[config.mk]
export PLATFORM = sky130hd
export DESIGN_NAME = csync_vsep
export DESIGN_NICKNAME = d
export VERILOG_FILES = /design/src/rtl/csv_pkg.sv /design/src/rtl/csv_sync.sv /design/src/rtl/csv_width_cnt.sv /design/src/rtl/csv_out_ctl.sv /design/src/rtl/csync_vsep.sv
export SDC_FILE = /design/constraint.sdc
export NUM_CORES = 1
export LEC_CHECK = 0
export BUFFER_PORTS_ARGS = -buffer_cell sky130_fd_sc_hd__buf_2
export CAP_MARGIN = 0
export CORE_UTILIZATION = 45
export DETAILED_ROUTE_END_ITERATION = 8
export PLACE_DENSITY = 0.65
export SYNTH_ARGS = -nofsm -noshare
export SYNTH_HDL_FRONTEND = slang
export SYNTH_SLANG_ARGS = --single-unit
[constraint.sdc]
create_clock -name clk -period 4.15 [get_ports clk]
set_clock_uncertainty 0.05 [all_clocks]
set_input_delay 0.6225 -clock clk [delete_from_list [all_inputs] [get_ports clk]]
set_output_delay 0.6225 -clock clk [all_outputs]
set_load 0.05 [all_outputs]
[src/rtl/csv_pkg.sv]
// Shared constants for the composite sync vertical separator.
// Assumes: thresholds are unsigned counts of reference clock periods.
package csv_pkg;
    localparam int unsigned CSV_TH_W_DEF  = 8;
    localparam int unsigned CSV_STAGE_DEF = 2;

    // Which sync level the width counter is currently timing
    typedef enum logic {
        MEAS_ACTIVE   = 1'b0,
        MEAS_INACTIVE = 1'b1
    } csv_meas_e;
endpackage

[src/rtl/csv_sync.sv]
// Brings the asynchronous composite sync into the clock domain through a
// flop chain and normalizes it so that 1 means sync active.
// Assumes: STAGES >= 2; polarity is static outside of reset.
module csv_sync #(
    parameter int unsigned STAGES = csv_pkg::CSV_STAGE_DEF
) (
    input  logic clk,
    input  logic rst_n,
    input  logic raw_in,
    input  logic act_low,
    output logic sync_act
);
    logic [STAGES-1:0] chain;

    // First stage captures the raw pin; reset loads the idle level
    always_ff @(posedge clk) begin
        if (!rst_n) chain[0] <= act_low;
        else        chain[0] <= raw_in;
    end

    genvar g;
    generate
        for (g = 1; g < STAGES; g++) begin : g_stage
            // Each further stage retimes the previous one
            always_ff @(posedge clk) begin
                if (!rst_n) chain[g] <= act_low;
                else        chain[g] <= chain[g-1];
            end
        end
    endgenerate

    assign sync_act = chain[STAGES-1] ^ act_low;


    idle_after_reset_chk: assert property (@(posedge clk)
        !rst_n |=> !sync_act);
endmodule

[src/rtl/csv_width_cnt.sv]
// Times the current sync run. It counts active sync while the output is
// low and inactive sync while it is high, then flags when the run
// reaches the threshold. It clears on a level change or on a flag, and
// saturates at its maximum value.
// Assumes: thresh of zero means separation is disabled.
module csv_width_cnt #(
    parameter int unsigned TH_W = csv_pkg::CSV_TH_W_DEF
) (
    input  logic            clk,
    input  logic            rst_n,
    input  logic            sync_act,
    input  logic            vs_level,
    input  logic [TH_W-1:0] thresh,
    output logic            reach
);
    import csv_pkg::*;

    localparam logic [TH_W-1:0] CNT_MAX = {TH_W{1'b1}};

    csv_meas_e       mode;
    logic            meas;
    logic [TH_W-1:0] cnt;
    logic [TH_W:0]   cnt_inc;

    // Pick which level is being timed from the current output state
    always_comb begin
        mode    = vs_level ? MEAS_INACTIVE : MEAS_ACTIVE;
        meas    = (mode == MEAS_INACTIVE) ? !sync_act : sync_act;
        cnt_inc = {1'b0, cnt} + 1'b1;
        reach   = meas && (thresh != '0) && (cnt_inc >= {1'b0, thresh});
    end

    // Run counter: clears off-level or on reach, saturates otherwise
    always_ff @(posedge clk) begin
        if (!rst_n)                 cnt <= '0;
        else if (!meas || reach)    cnt <= '0;
        else if (cnt != CNT_MAX)    cnt <= cnt + 1'b1;
    end


    cnt_clear_off_level_chk: assert property (@(posedge clk) disable iff (!rst_n)
        !meas |=> (cnt == '0));

    cnt_no_wrap_chk: assert property (@(posedge clk) disable iff (!rst_n)
        ($past(cnt) == CNT_MAX && $past(meas) && !$past(reach)) |-> (cnt == CNT_MAX));
endmodule

[src/rtl/csv_out_ctl.sv]
// Holds the separated vertical sync level and the change strobe.
// Assumes: reach is only raised when the threshold is nonzero.
module csv_out_ctl #(
    parameter int unsigned TH_W = csv_pkg::CSV_TH_W_DEF
) (
    input  logic            clk,
    input  logic            rst_n,
    input  logic            reach,
    input  logic [TH_W-1:0] thresh,
    output logic            vs_level,
    output logic            vs_stb
);
    // Toggle on reach; a zero threshold forces the output low
    always_ff @(posedge clk) begin
        if (!rst_n)               vs_level <= 1'b0;
        else if (thresh == '0)    vs_level <= 1'b0;
        else if (reach)           vs_level <= !vs_level;
    end

    // Strobe mirrors a toggle for a single cycle
    always_ff @(posedge clk) begin
        if (!rst_n) vs_stb <= 1'b0;
        else        vs_stb <= reach && (thresh != '0);
    end


    zero_thresh_low_chk: assert property (@(posedge clk) disable iff (!rst_n)
        (thresh == '0) |=> (!vs_level && !vs_stb));

    change_has_stb_chk: assert property (@(posedge clk) disable iff (!rst_n)
        (vs_level != $past(vs_level) && $past(thresh) != '0) |-> vs_stb);

    stb_has_change_chk: assert property (@(posedge clk) disable iff (!rst_n)
        vs_stb |-> (vs_level != $past(vs_level)));
endmodule

[src/rtl/csync_vsep.sv]
// Composite sync vertical separator top. A synchronizer feeds a run
// counter, and the counter drives the output toggle stage.
// Assumes: clk is the slow reference clock; csync_low is changed only
// while rst_n is low.
module csync_vsep #(
    parameter int unsigned TH_W        = csv_pkg::CSV_TH_W_DEF,
    parameter int unsigned SYNC_STAGES = csv_pkg::CSV_STAGE_DEF
) (
    input  logic            clk,
    input  logic            rst_n,
    input  logic            csync_in,
    input  logic            csync_low,
    input  logic [TH_W-1:0] thresh,
    output logic            vsep_out,
    output logic            vsep_stb
);
    logic sync_act;
    logic reach;

    csv_sync #(.STAGES(SYNC_STAGES)) u_sync (
        .clk      (clk),
        .rst_n    (rst_n),
        .raw_in   (csync_in),
        .act_low  (csync_low),
        .sync_act (sync_act)
    );

    csv_width_cnt #(.TH_W(TH_W)) u_cnt (
        .clk      (clk),
        .rst_n    (rst_n),
        .sync_act (sync_act),
        .vs_level (vsep_out),
        .thresh   (thresh),
        .reach    (reach)
    );

    csv_out_ctl #(.TH_W(TH_W)) u_out (
        .clk      (clk),
        .rst_n    (rst_n),
        .reach    (reach),
        .thresh   (thresh),
        .vs_level (vsep_out),
        .vs_stb   (vsep_stb)
    );


    rise_needs_active_chk: assert property (@(posedge clk) disable iff (!rst_n)
        $rose(vsep_out) |-> $past(sync_act));

    fall_needs_inactive_chk: assert property (@(posedge clk) disable iff (!rst_n)
        ($fell(vsep_out) && $past(thresh) != '0) |-> !$past(sync_act));

    reset_quiet_chk: assert property (@(posedge clk)
        !rst_n |=> (!vsep_out && !vsep_stb));
endmodule

Word-level counts from Yosys, hierarchy flattened
Cells that the tools add are included.

storage, ports and cells
  register bits = 12
  input port bits = 12
  output and inout port bits = 2
  word-level logic and storage cells = 26

operators by class
  add/sub/neg operators = 2
  $lt $le $gt $ge = 1
  eq/ne operators = 1
  multiplexer cells = 4
  bitwise logic cells = 2
  reductions and logical operators = 11

operators with widths
  operator                                                       number
  8-bit by 1-bit adder with 9-bit output, second input constant  1
  9-bit by 8-bit >= comparator with 1-bit output                 1
  8-bit by 1-bit adder with 8-bit output, second input constant  1
  8-bit logical NOT                                              1
  8-bit != test, second input constant                           1
  8-bit nonzero test                                             1
  1-bit 2-to-1 mux                                               4
  2-bit OR reduction                                             2
  1-bit logical AND                                              3
  1-bit logical NOT                                              3
  1-bit logical OR                                               1
  1-bit inverter                                                 1
  1-bit bitwise XOR                                              1

Logic depth before layout (Yosys ltp)
  depth in word-level cells = 7
  mapped depth = 9
  depth with buffers taken out = 9

Modules after synthesis
From an unflattened synthesis, not the netlist that was laid out.

unflattened totals
  cells, all modules = 95
  area, all modules = 810.8 sq um

modules (own cells, without submodules)
  module         times used  cells each  area an instance (sq um)  seq. area each (sq um)
  csv_width_cnt  1           81          645.6                     160.2
  csv_out_ctl    1           9           93.8                      40.0
  csv_sync       1           5           71.3                      40.0

Worst setup path after synthesis
No wires, ideal clock.

  kind = flip-flop to flip-flop
  start = register u_cnt.cnt[0]
  end = register u_cnt.cnt[6]
  setup time = 100 ps
  arrival time = 2,353 ps
  data required time = 4,000 ps
  setup slack = 1,647 ps
  cell stages (with the launch flop) = 10
  path buffers = 0
  clock period less this slack = 2,503 ps
  path through = dfxtp_1 > ha_1 > nand2_1 > nor2_1 > xor2_1 > ha_1 > a21o_1 > a221o_1 > a211o_4 > a2111oi_4

between the ends
  cells in the longest elaborated chain, start to end = 5
  elaborated cells between the ends (all ways) = 7
  classes of those cells = add/sub: 2; order compare: 1; eq/ne: 1; reduce/logical: 3

ends and longest elaborated chain
  what                                            line                 source
  start, declared                                 csv_width_cnt.sv:22  logic [TH_W-1:0] cnt;
  start signal, assigned                          csv_width_cnt.sv:37  else if (cnt != CNT_MAX) cnt <= cnt + 1'b1;
  8-bit by 1-bit adder with 9-bit output          csv_width_cnt.sv:29  cnt_inc = {1'b0, cnt} + 1'b1;
  named net u_cnt.cnt_inc[6]                      csv_width_cnt.sv:23  logic [TH_W:0] cnt_inc;
  9-bit by 8-bit >= comparator with 1-bit output  csv_width_cnt.sv:30  reach = meas && (thresh != '0) && (cnt_inc >= {1'b0, thresh});
  1-bit logical AND                               csv_width_cnt.sv:30
  1-bit logical OR                                csv_width_cnt.sv:36  else if (!meas || reach) cnt <= '0;
  2-bit OR reduction (no line)                    --

The timed path passes the listed nets, and every way through them passes these cells.
A chain may end at the register's enable or synchronous reset.

Worst setup path after layout
Ends and elaborated chain as after synthesis.

==> impl_metrics.ini <==
[outcome]
outcome = finished, final reports clean

[route]
dr_total_vias = 705
detailedRoute.firstIterationViolations = 13
number_of_search_and_repair_iterations_in_the_first_detailed_routing_pass = 4
remaining_drc_errors = 0
routed_wl_mm = 1.486
detail_route.wl_per_cell_um = 11.26
detail-route-antenna-nets = 0
post_drt_via_cell_ratio = 5.341

[synthesis]
synth_async_sr_flop_share_pct = 0
synth_fp_nets = 113
synth_compound_gate_area_share_pct = 19.13
synth_cell_type_count = 26
yosys_most_used_dff = dfxtp_1
netlist_area_um2 = 804.5
synth-edff-count = 0
synth-simple-area-share_pct = 21.93
synthesis.yosys.warnings = 0
post_synth_xor_area_fraction_pct = 7.621
largest_family_of_logic_cells_by_synthesized_area = simple AND/OR/NAND/NOR gates
synth.yosys.seq_area_share_pct = 29.86
ys_seq_elements = 12
synthCells = 92
muxShareOfSynthArea_pct = 3.733
yosys.area_share.adder_pct = 14.00
mean_syn_cell_area_um2 = 8.745

[cells_and_area]
layout_commonest_cell = buf_2
fillers = 147
final_cell_count_no_fill = 132
layout-drive-gt1-share_pct = 18.52
diodes_inserted = 0
multi_input_combinational_cell_area_um2 = 534.3
most-common-layout-cells = 13 x buf_2, 12 x dfxtp_1, 9 x nand2_1, 9 x ha_1
regArea_um2 = 240.2
synthToLayoutAreaGrowth_pct = 14.62
finish.net_count = 131

[placement]
placed_instance_count = 129
port_buffers = 13
hpwl_mm = 1.259
place.gp.congestion = 0.7765
dpl_worst_slack_ps = 1485

[critical_path]
element_type_at_the_critical_path_start = flop
cp-end-kind = flop
cp.arrival_ps = 2780
worst-path-max-fanout = 8
worst-endpoint-required_ps = 4270
critical_path_class = reg -> reg

[timing]
fmax_mhz = 375.6
slew_at_the_pin_closest_to_its_max_slew_limit_ps = 507.1
setup_violations = 0
timing.max_slew.rel_slack_pct = 66.07
final_period_minus_worst_setup_slack_ps = 2663
fin_setup_tns_ps = 0
rsz0062_at_grt = false
worst_case_setup_margin_in_the_final_layout_ps = 1487
report.final.hold_viol_count = 0
slew_viol_final = 0
finalCritPeriodShare_pct = 64.16

[clocking]
postCtsSetupBuffers = 0
cts-root-to-sink-buffers = 2
ctsResizeCount = 0
clock_insertion_delay_at_the_later_pin_of_the_skew_report_ps = 260
cell_chosen_for_the_clock_root = clkbuf_4
cts.sink_count = 12
post_cts_hold_buffer_count = 0
number_of_buffers_created_by_cts = 3
cts_max_level = 1
cts.reportedPaths.clkPinSlew_ps = 70
cts_tree = yes

[pwr]
total_power_w = 0.0002222
max-vdd-ir-drop_v = 0.0001790
power_leakage_nw = 0.4470
power_per_cell_area_nw_per_um2 = 241.0

[global_routing]
grt_start_max_net_pins = 11
grt.overflow.total = 0
globalRouteTotalUtil_pct = 17.87
grt_pass1_vias = 625
antenna_violations_before_repair = 0
first_pass_grt_wire_length_mm = 2.580

[floorplanning]
die_area_um2 = 1961
effective_utilization_at_floorplan_pct = 50.47
core_area_um2 = 1594
die_h_um = 44.28
number_of_ports_placed_on_the_die_boundary = 14
rows = 14
chipWidth_um = 44.28

[job]
max-cap-violations = 0

[hold_path]
hp-class = reg -> reg
[state kept, by name, indices dropped and copies added (netlist names)]
register	cells
u_cnt.cnt	8
u_out.vs_level	1
u_out.vs_stb	1
u_sync.chain	2
[layer usage]
layer  vias up  track usage (%)  part of all wire (%)
met5         -                0                     0
met4         0            9.091                   1.3
met3         4            1.224                   4.0
met2        19            30.00                    48
met1       315            22.98                    47
li1        367                -                     -
[power by group]
| group | internal (W) | switching, W | total, W |
|---|---|---|---|
| Combinational | 0.0000148 | 0.0000187 | 0.0000335 |
| Clock | 0.0000335 | 0.0000338 | 0.0000673 |
| Sequential | 0.000119 | 0.00000268 | 0.000121 |
| Total | 0.000167 | 0.0000552 | 0.000222 |
[per-stage QoR]
stage | cell area (µm²) | util, % | hold WS [ps]
after global routing | 922.1 | 57.85 | 424.3
after floorplan | 804.5 | - | 352.9
after detailed placement | 899.6 | 56.44 | 379.1
after global placement | 899.6 | 56.44 | 357.5
after CTS | 922.1 | 57.85 | 397.8
final | 922.1 | 57.85 | 393.8
[final cells by class]
| type | instances | share of cell area [%] |
|---|---|---|
| multi-input combinational | 72 | 57.94 |
| inverter | 8 | 3.256 |
| clock buffer | 3 | 2.442 |
| tap | 24 | 3.256 |
| sequential | 12 | 26.05 |
| timing repair buffer | 13 | 7.056 |
[synth_stat cells (2+ instances only)]
| cell type | count | area share (%) |
|---|---|---|
| mux2i_1 | 3 | 3.7 |
| a21o_1 | 2 | 1.9 |
| inv_1 | 8 | 3.7 |
| or2_2 | 2 | 1.6 |
| dfxtp_1 | 12 | 30 |
| xnor2_1 | 3 | 3.3 |
| nand3_1 | 8 | 5.0 |
| a211oi_1 | 6 | 5.6 |
| nor2_1 | 8 | 3.7 |
| ha_1 | 9 | 14 |
| and3_1 | 2 | 1.6 |
| nand2_1 | 9 | 4.2 |
| xor2_1 | 4 | 4.4 |
| nor4_1 | 2 | 1.6 |
| o21ai_0 | 2 | 1.2 |
| a221oi_1 | 2 | 2.2 |
[path summary, 6_finish.rpt]
| kind | start | end | slack [ps] | cells after the start |
|---|---|---|---|---|
| worst min register to register | u_sync.chain[0]$_DFF_P_ | u_sync.chain[1]$_DFF_P_ | 390 | 2 |
| worst min-delay path | u_sync.chain[0]$_DFF_P_ | u_sync.chain[1]$_DFF_P_ | 390 | 2 |
| worst max register to register | u_cnt.cnt[0]$_SDFFE_PP0N_ | u_cnt.cnt[6]$_SDFFE_PP0N_ | 1490 | 9 |
| worst max-delay path | u_cnt.cnt[0]$_SDFFE_PP0N_ | u_cnt.cnt[6]$_SDFFE_PP0N_ | 1490 | 9 |
[worst max-delay path, stage by stage (launching register included)]
cell,delay (ps)
dfxtp_1,400
ha_1,240
nand2_1,80
nor2_1,180
xor2_1,160
ha_1,260
a21o_1,160
a221o_1,370
a211o_4,320
a2111oi_4,330
[cells by family after synthesis]
group | count (synthesis)
mux | 3
compound gates | 17
flops | 12
buf+inv | 8
fa+ha+maj | 9
simple gates | 36
xor+xnor | 7
Power figures use the tool's default switching activity.
